[src/rtl/acc_core.sv]
module acc_core #(
  parameter int CNT_W = 32
) (
  input  logic             clk,
  input  logic             rst_n,
  output logic [15:0]      imem_addr,
  input  logic [7:0]       imem_rdata,
  output logic [15:0]      dmem_addr,
  input  logic [15:0]      dmem_rdata,
  output logic [15:0]      dmem_wdata,
  output logic             dmem_re,
  output logic             dmem_we,
  output logic [15:0]      acc,
  output logic             ovf,
  output logic             illegal,
  output logic             halted,
  output logic [CNT_W-1:0] ibyte_cnt,
  output logic [CNT_W-1:0] dbyte_cnt
);
  localparam logic [7:0] OP_LD = 8'h01, OP_ST = 8'h02, OP_ADD = 8'h03,
                         OP_SUB = 8'h04, OP_NEG = 8'h05, OP_HLT = 8'hFF;

  typedef enum logic [1:0] {S_OP, S_AHI, S_ALO, S_EX} st_t;

  st_t             st;
  logic [15:0]     pc, acc_q;
  logic [7:0]      op, ahi, alo;
  logic            ovf_q, ill_q, halt_q;
  logic [CNT_W-1:0] icnt, dcnt;
  logic [15:0]     sum, dif;
  logic            exec;

  assign exec       = !halt_q && st == S_EX;
  assign dmem_re    = exec && op != OP_ST;
  assign dmem_we    = exec && op == OP_ST;
  assign dmem_addr  = {ahi, alo};
  assign dmem_wdata = acc_q;
  assign imem_addr  = pc;
  assign sum        = acc_q + dmem_rdata;
  assign dif        = acc_q - dmem_rdata;
  assign acc        = acc_q;
  assign ovf        = ovf_q;
  assign illegal    = ill_q;
  assign halted     = halt_q;
  assign ibyte_cnt  = icnt;
  assign dbyte_cnt  = dcnt;

  always_ff @(posedge clk) begin
    if (!rst_n) begin
      st <= S_OP; pc <= '0; acc_q <= '0; op <= '0; ahi <= '0; alo <= '0;
      ovf_q <= 1'b0; ill_q <= 1'b0; halt_q <= 1'b0; icnt <= '0; dcnt <= '0;
    end else if (!halt_q) begin
      case (st)
        S_OP: begin
          pc   <= pc + 16'd1;
          icnt <= icnt + 1'b1;
          op   <= imem_rdata;
          case (imem_rdata)
            OP_LD, OP_ST, OP_ADD, OP_SUB: st <= S_AHI;
            OP_NEG: acc_q <= ~acc_q + 16'd1;
            OP_HLT: halt_q <= 1'b1;
            default: begin ill_q <= 1'b1; halt_q <= 1'b1; end
          endcase
        end
        S_AHI: begin
          ahi <= imem_rdata; pc <= pc + 16'd1; icnt <= icnt + 1'b1; st <= S_ALO;
        end
        S_ALO: begin
          alo <= imem_rdata; pc <= pc + 16'd1; icnt <= icnt + 1'b1; st <= S_EX;
        end
        S_EX: begin
          dcnt <= dcnt + 2'd2;
          st   <= S_OP;
          case (op)
            OP_LD:  acc_q <= dmem_rdata;
            OP_ADD: begin
              acc_q <= sum;
              ovf_q <= (acc_q[15] == dmem_rdata[15]) && (sum[15] != acc_q[15]);
            end
            OP_SUB: begin
              acc_q <= dif;
              ovf_q <= (acc_q[15] != dmem_rdata[15]) && (dif[15] != acc_q[15]);
            end
            default: ;
          endcase
        end
        default: st <= S_OP;
      endcase
    end
  end

  a_r6_halt_freeze: assert property (@(posedge clk) disable iff (!rst_n)
    halt_q |=> (halt_q && $stable(acc_q) && $stable(icnt) && $stable(dcnt) && $stable(pc)));

  a_r8_data_bytes: assert property (@(posedge clk) disable iff (!rst_n)
    (dmem_re || dmem_we) |=> (dcnt == $past(dcnt) + 2));

  a_r5_no_fetch_during_data: assert property (@(posedge clk) disable iff (!rst_n)
    (dmem_re || dmem_we) |=> $stable(icnt) && $stable(pc));

  a_r2_store_keeps_acc: assert property (@(posedge clk) disable iff (!rst_n)
    dmem_we |=> $stable(acc_q));

  a_r7_illegal_halts: assert property (@(posedge clk) disable iff (!rst_n)
    $rose(ill_q) |-> halt_q);

  a_r3_ovf_only_on_arith: assert property (@(posedge clk) disable iff (!rst_n)
    (!dmem_re) |=> $stable(ovf_q));
endmodule

[config.mk]
export PLATFORM = sky130hd
export DESIGN_NAME = acc_core
export DESIGN_NICKNAME = d
export VERILOG_FILES = /design/src/rtl/acc_core.sv
export SDC_FILE = /design/constraint.sdc
export NUM_CORES = 1
export LEC_CHECK = 0
export BUFFER_PORTS_ARGS = -buffer_cell sky130_fd_sc_hd__clkbuf_2
export CORE_MARGIN = 2
export CORE_UTILIZATION = 55
export CTS_CLUSTER_DIAMETER = 60
export CTS_CLUSTER_SIZE = 14
export DETAILED_ROUTE_END_ITERATION = 7
export PLACE_DENSITY = 0.91
export SYNTH_ARGS = -nofsm -noshare
export SYNTH_HDL_FRONTEND = slang
export SYNTH_SLANG_ARGS = --single-unit
[constraint.sdc]
create_clock -name clk -period 4.1 [get_ports clk]
set_clock_uncertainty 0.1 [all_clocks]
set_input_delay 0.615 -clock clk [delete_from_list [all_inputs] [get_ports clk]]
set_output_delay 0.615 -clock clk [all_outputs]
set_load 0.03 [all_outputs]
==> flow_metrics.tcl, run 1 <==
set metrics [dict create \
    synth_common_cells "dfxtp_1 (124), nor2_1 (123), nand2_1 (70)" \
    cts-resized-gates 0 \
    ant_nets 0 \
    ys_top_cells_by_area "dfxtp_1 (33%), ha_1 (6.6%), nor2_1 (6.2%)" \
    crit_path_end_kind "flip-flop" \
    place.gp.congestion 0.923 \
    io_pins 159 \
    slew_violations 0 \
    irDropWorstVdd_uv 336 \
    powerDensity_nw_per_um2 346 \
    synth_seq_cells 124 \
    synth.distinct_cells 70 \
    firstDrtPassIters 5 \
    synth_async_sr_flop_share_pct 0 \
    die_y_um 120 \
    synth.most_common_cell "dfxtp_1" \
    cap_violations 0 \
    die_area_um2 14500 \
    p_leak_nw 3.79 \
    cts_tree "built" \
    clk_latency_ns 0.41 \
    via_count 7300 \
    post-synth-top-area-cell "dfxtp_1" \
    cts_sinks 124 \
    synth_area_um2 7440 \
    clk_pin_slew_ns 0.06 \
    rsz0062_at_grt "false" \
    h-tree-depth 4 \
    syn_inst 924 \
    utilization_pct 66.8 \
    diodes 0 \
    crit_path_max_fanout 5 \
    syn_nets 991 \
    setup_viol 0 \
    post_drt_wl_per_cell_um 16.0 \
    die_x_um 120 \
    period_share_pct 82.1 \
    synth_edf_count 0 \
    cp.required_ns 4.34 \
    finalCriticalPeriod_ns 3.37 \
    run_status "completed" \
    min_path_type "flip-flop to flip-flop" \
    hold_depth 2 \
    synth_top_area_share_pct 33.4 \
    hpwl_um 13700 \
    synth_warnings 0 \
    drc 0 \
    cp.arrival_ns 3.61 \
    grt_pass1_wl_um 32100 \
    hold_viol 0 \
    synth_area_per_cell_um2 8.05 \
    clock.fmax_mhz 297 \
    startpoint_type "flip-flop" \
    area_growth_pct 18.9 \
    coreArea_um2 13200 \
    start_util_pct 56.2 \
    relSlewSlack_pct 37.1 \
    cts-root-buf "clkbuf_16" \
    via_per_inst 5.91 \
    grt_pass1_vias 6707 \
    timing.setup.tns_ns 0 \
    clockBufferDepth 2 \
    reg2regPathDepth 11 \
    synth-seq-area-share_pct 33.4 \
    num_rows 42 \
    io_buffer_count 157 \
    synth_flop_cell "dfxtp_1" \
    layout-drive-gt1-share_pct 19.8 \
    routed_wl_um 19800 \
    grt_max_degree 85 \
    post-cts-setup-buffers 0 \
    fillers 1091 \
    final_nets 1114 \
    antenna_found_initial 0 \
    cts-hold-fix-buffers 0 \
    grtUsageTotal_pct 26.8 \
    tightestPinTransition_ns 0.942 \
    drt_iter0_markers 616 \
    path_class "flip-flop to flip-flop" \
    cts_made_buffers 17 \
    globalRouteOverflowTotal 0 \
]
==> report_power, final <==
part / switching [W] / leakage (nW) / internal, W / total [W]
combinational: 0.000165 / 2.49 / 0.0000851 / 0.000250
sequential: 0.0000191 / 1.00 / 0.00122 / 0.00124
clock: 0.000564 / 0.299 / 0.00101 / 0.00157
total: 0.000748 / 3.79 / 0.00231 / 0.00306
==> routing by layer <==
layer	up-vias	global-route usage, %	share of wire, %
li1	3516	-	-
met1	3465	34.9	43
met2	290	45.1	49
met3	29	4.48	6.0
met4	0	9.16	1.5
met5	-	0	0
==> sequential cells by signal, summed over array words and instances (netlist names) <==
register   flops
st             2
alo            8
acc           16
ahi            8
op             8
dbyte_cnt     31
ovf            1
ibyte_cnt     32
imem_addr     16
halted         1
illegal        1
==> final cells by class <==
class / count / area (um^2) / area share [%]
clock buffer: 20 / 467 / 5.28
sequential: 124 / 2480 / 28.1
tap: 176 / 220 / 2.49
clock inverter: 12 / 158 / 1.78
inverter: 37 / 140 / 1.58
multi-input combinational: 702 / 4520 / 51.1
timing repair buffer: 165 / 858 / 9.70
==> through the flow <==
| step | instances | setup slack [ns] | cell area [um^2] | power, W | hold WS [ns] |
|---|---|---|---|---|---|
| global route | 1236 | 0.540 | 8850 | 0.00315 | 0.387 |
| global placement | 1204 | 0.550 | 8220 | 0.00150 | 0.340 |
| CTS | 1236 | 0.780 | 8850 | 0.00307 | 0.359 |
| floorplan | 924 | 0.831 | 7440 | 0.00144 | 0.331 |
| detailed placement | 1204 | 0.505 | 8220 | 0.00151 | 0.348 |
| finish | 1236 | 0.733 | 8850 | 0.00306 | 0.359 |
==> cells in the final DEF (no fill, tap or decap), types with 13 or more instances in the layout <==
cell / instances
clkbuf_2: 157
dfxtp_1: 124
nor2_1: 123
nand2_1: 70
a21oi_1: 57
o21ai_0: 45
xor2_1: 41
ha_1: 39
nand3_1: 37
inv_1: 36
xnor2_1: 29
nor3_1: 26
mux2i_1: 21
nand4_1: 19
or3_1: 17
clkbuf_16: 17
and3_1: 15
nand2b_1: 13
==> path summary, 6_finish.rpt <==
check                           start              endpoint  slack (ns)
setup reg to reg  acc[0]$_SDFFE_PN0P_  acc[14]$_SDFFE_PN0P_        0.73
setup / recovery  acc[0]$_SDFFE_PN0P_  acc[14]$_SDFFE_PN0P_        0.73
hold / removal     op[6]$_SDFFE_PN0P_    op[6]$_SDFFE_PN0P_        0.36
hold reg to reg    op[6]$_SDFFE_PN0P_    op[6]$_SDFFE_PN0P_        0.36
==> cell families after synthesis <==
| logic type | synth area share, % |
|---|---|
| simple gates | 24.2 |
| xor+xnor | 8.24 |
| mux | 2.83 |
| fa+ha+maj | 7.10 |
| flops | 33.4 |
| buf+inv | 5.92 |
| other cells | 0.0504 |
| compound gates | 18.3 |
==> critical path, stage by stage, from the launching register on <==
cell and delay (ns):
dfxtp_1 0.42, ha_1 0.20, inv_1 0.05, fa_1 0.40, o21bai_1 0.22, a211o_1 0.22, a2111oi_4 0.10, o41ai_4 0.41
a2111oi_0 0.19, or4b_2 0.65, a21o_1 0.20, a21oi_1 0.13
(Power assumes the default switching activity.)
==> inputs of run 2 (changes only) <==
Clock period 4.1 ns to 3.4 ns, I/O delays scaled along.
==> run 2 against run 1 <==
Effect of this change: wire length down 1.8%; hold slack got worse by 0.076 ns; first-iteration DRC count grew 2.4%; count of clock-buffer cells in the layout rose by 1; setup slack worse by 0.53 ns; highest routed layer unchanged.
==> flow_metrics.tcl, run 2 (synthesis gave the netlist of run 1 again) <==
set metrics [dict create \
    run_status "completed" \
    io_buffer_count 157 \
    place.gp.congestion 0.930 \
    grt_max_degree 68 \
    cp.required_ns 3.64 \
    cp_slowest_stage_delay_ns 0.65 \
    tightestPinTransition_ns 1.09 \
    die_y_um 120 \
    io_pins 159 \
    p_leak_nw 3.85 \
    layout-drive-gt1-share_pct 20.7 \
    cap_violations 0 \
    post-cts-setup-buffers 0 \
    mostFrequentLayoutCell "clkbuf_2" \
    post_drt_wl_per_cell_um 15.6 \
    path_class "flip-flop to flip-flop" \
    cts_tree "built" \
    grt_pass1_vias 6691 \
    drt_iter0_markers 631 \
    die_area_um2 14500 \
    cts_made_buffers 17 \
    coreArea_um2 13200 \
    clk_pin_slew_ns 0.06 \
    drc 0 \
    cp.arrival_ns 3.44 \
    via_count 7319 \
    cp_top_family "compound AO/OA/AOI/OAI gates" \
    regToRegStartpoint "acc[0]$_SDFFE_PN0P_" \
    rsz0062_at_grt "false" \
    die_x_um 120 \
    hold_slack_ns 0.283 \
    routed_wl_um 19400 \
    relSlewSlack_pct 27.1 \
    crit_path_end "acc[14]$_SDFFE_PN0P_" \
    finalCriticalPeriod_ns 3.19 \
    final_nets 1126 \
    layout_common_cells "clkbuf_2 (157), nor2_1 (123), dfxtp_1 (122)" \
    crit_path_max_fanout 5 \
    cts-root-buf "clkbuf_16" \
    grtUsageTotal_pct 26.7 \
    largest_reg_flops 32 \
    globalRouteOverflowTotal 0 \
    antenna_found_initial 0 \
    reg2regPathDepth 11 \
    start_util_pct 56.2 \
    r2r_end "acc[14]$_SDFFE_PN0P_" \
    crit_path_end_kind "flip-flop" \
    irDropWorstVdd_uv 409 \
    cts_sinks 124 \
    clockBufferDepth 2 \
    min_path_type "input port to flip-flop" \
    startpoint_type "flip-flop" \
    hold_viol 0 \
    fin_total_pwr_w 0.00370 \
    via_per_inst 5.86 \
    grt_pass1_wl_um 31900 \
    placed_cells 1216 \
    clk_latency_ns 0.41 \
    rrSetupSlack_ns 0.21 \
    timing.setup.tns_ns 0 \
    cp.depth 11 \
    hpwl_um 13900 \
    num_rows 42 \
    diodes 0 \
    firstDrtPassIters 5 \
    cp_slowest_cell "or4b_2" \
    utilization_pct 67.4 \
    clock.fmax_mhz 313 \
    slew_violations 0 \
    h-tree-depth 4 \
    cp_num_buf_inv 1 \
    crit_path_start "acc[0]$_SDFFE_PN0P_" \
    setup_viol 0 \
    powerDensity_nw_per_um2 415 \
    area_growth_pct 20.1 \
    worstPathCellList "ha_1, inv_1, fa_1, o21bai_1, a211o_1, a2111oi_4, o41ai_4, a2111oi_0, or4b_2, a21o_1, a21oi_1" \
    final_cells 1248 \
    ant_nets 0 \
    period_share_pct 93.9 \
    cts-hold-fix-buffers 0 \
]
run 2: cell count changes in the layout (fill, tap and decap cells not counted), moves of 2 or more:
cell and delta:
buf_4 +13, clkbuf_1 +2, dfxtp_1 -2, dfxtp_2 +2, inv_6 -3
run 2: final cells by class:
type,count,area [um^2]
Clock buffer,21,460
Sequential cell,124,2480
Fill cell,1091,4310
Multi-Input combinational cell,702,4520
Tap cell,176,220
Timing Repair Buffer,177,936
Inverter,37,140
Clock inverter,11,166
run 2: worst min path at each step:
stage / to / from / slack, ns / cells past startpoint
after global placement: op[5]$_SDFFE_PN0P_ / op[5]$_SDFFE_PN0P_ / 0.34 / 2
after global routing: op[4]$_SDFFE_PN0P_ / imem_rdata[4] / 0.29 / 3
final: op[4]$_SDFFE_PN0P_ / imem_rdata[4] / 0.28 / 3
after floorplan: op[6]$_SDFFE_PN0P_ / op[6]$_SDFFE_PN0P_ / 0.33 / 2
after detailed placement: op[6]$_SDFFE_PN0P_ / op[6]$_SDFFE_PN0P_ / 0.34 / 2
after CTS: op[4]$_SDFFE_PN0P_ / imem_rdata[4] / 0.27 / 3
run 2: power by group:
part           internal, W  switching, W  leakage (nW)  total [W]
clock              0.00126      0.000641         0.299    0.00190
sequential         0.00147     0.0000201          1.00    0.00149
combinational     0.000106      0.000201          2.55   0.000308
total              0.00284      0.000863          3.85    0.00370
run 2: stage by stage:
step | worst slack, ns | area, um^2
6_report | 0.207 | 8930
5_1_grt | 0.0401 | 8930
4_1_cts | 0.176 | 8930
3_5_place_dp | 0.0224 | 8300
3_3_place_gp | 0.0649 | 8300
2_1_floorplan | 0.131 | 7440
run 2: routing by layer:
metal  GRT usage (%)  vias to the layer above  wire length [um]
met4            10.1                        0               414
li1                -                     3543                 -
met3            5.09                       40              1270
met2            44.1                      283              9260
met1            34.6                     3453              8500
met5               0                        -                 0
run 2: worst register-to-register path: stages (launching register included):
cell       delay, ns
dfxtp_2         0.36
ha_1            0.19
inv_1           0.06
fa_1            0.42
o21bai_1        0.22
a211o_1         0.21
a2111oi_4       0.10
o41ai_4         0.33
a2111oi_0       0.17
or4b_2          0.65
a21o_1          0.19
a21oi_1         0.12
run 2: repair_timing:
item	4_1_cts	5_1_grt
hold endpoints to repair	0	0
gates resized for setup	0	2
setup endpoints to repair	0	1
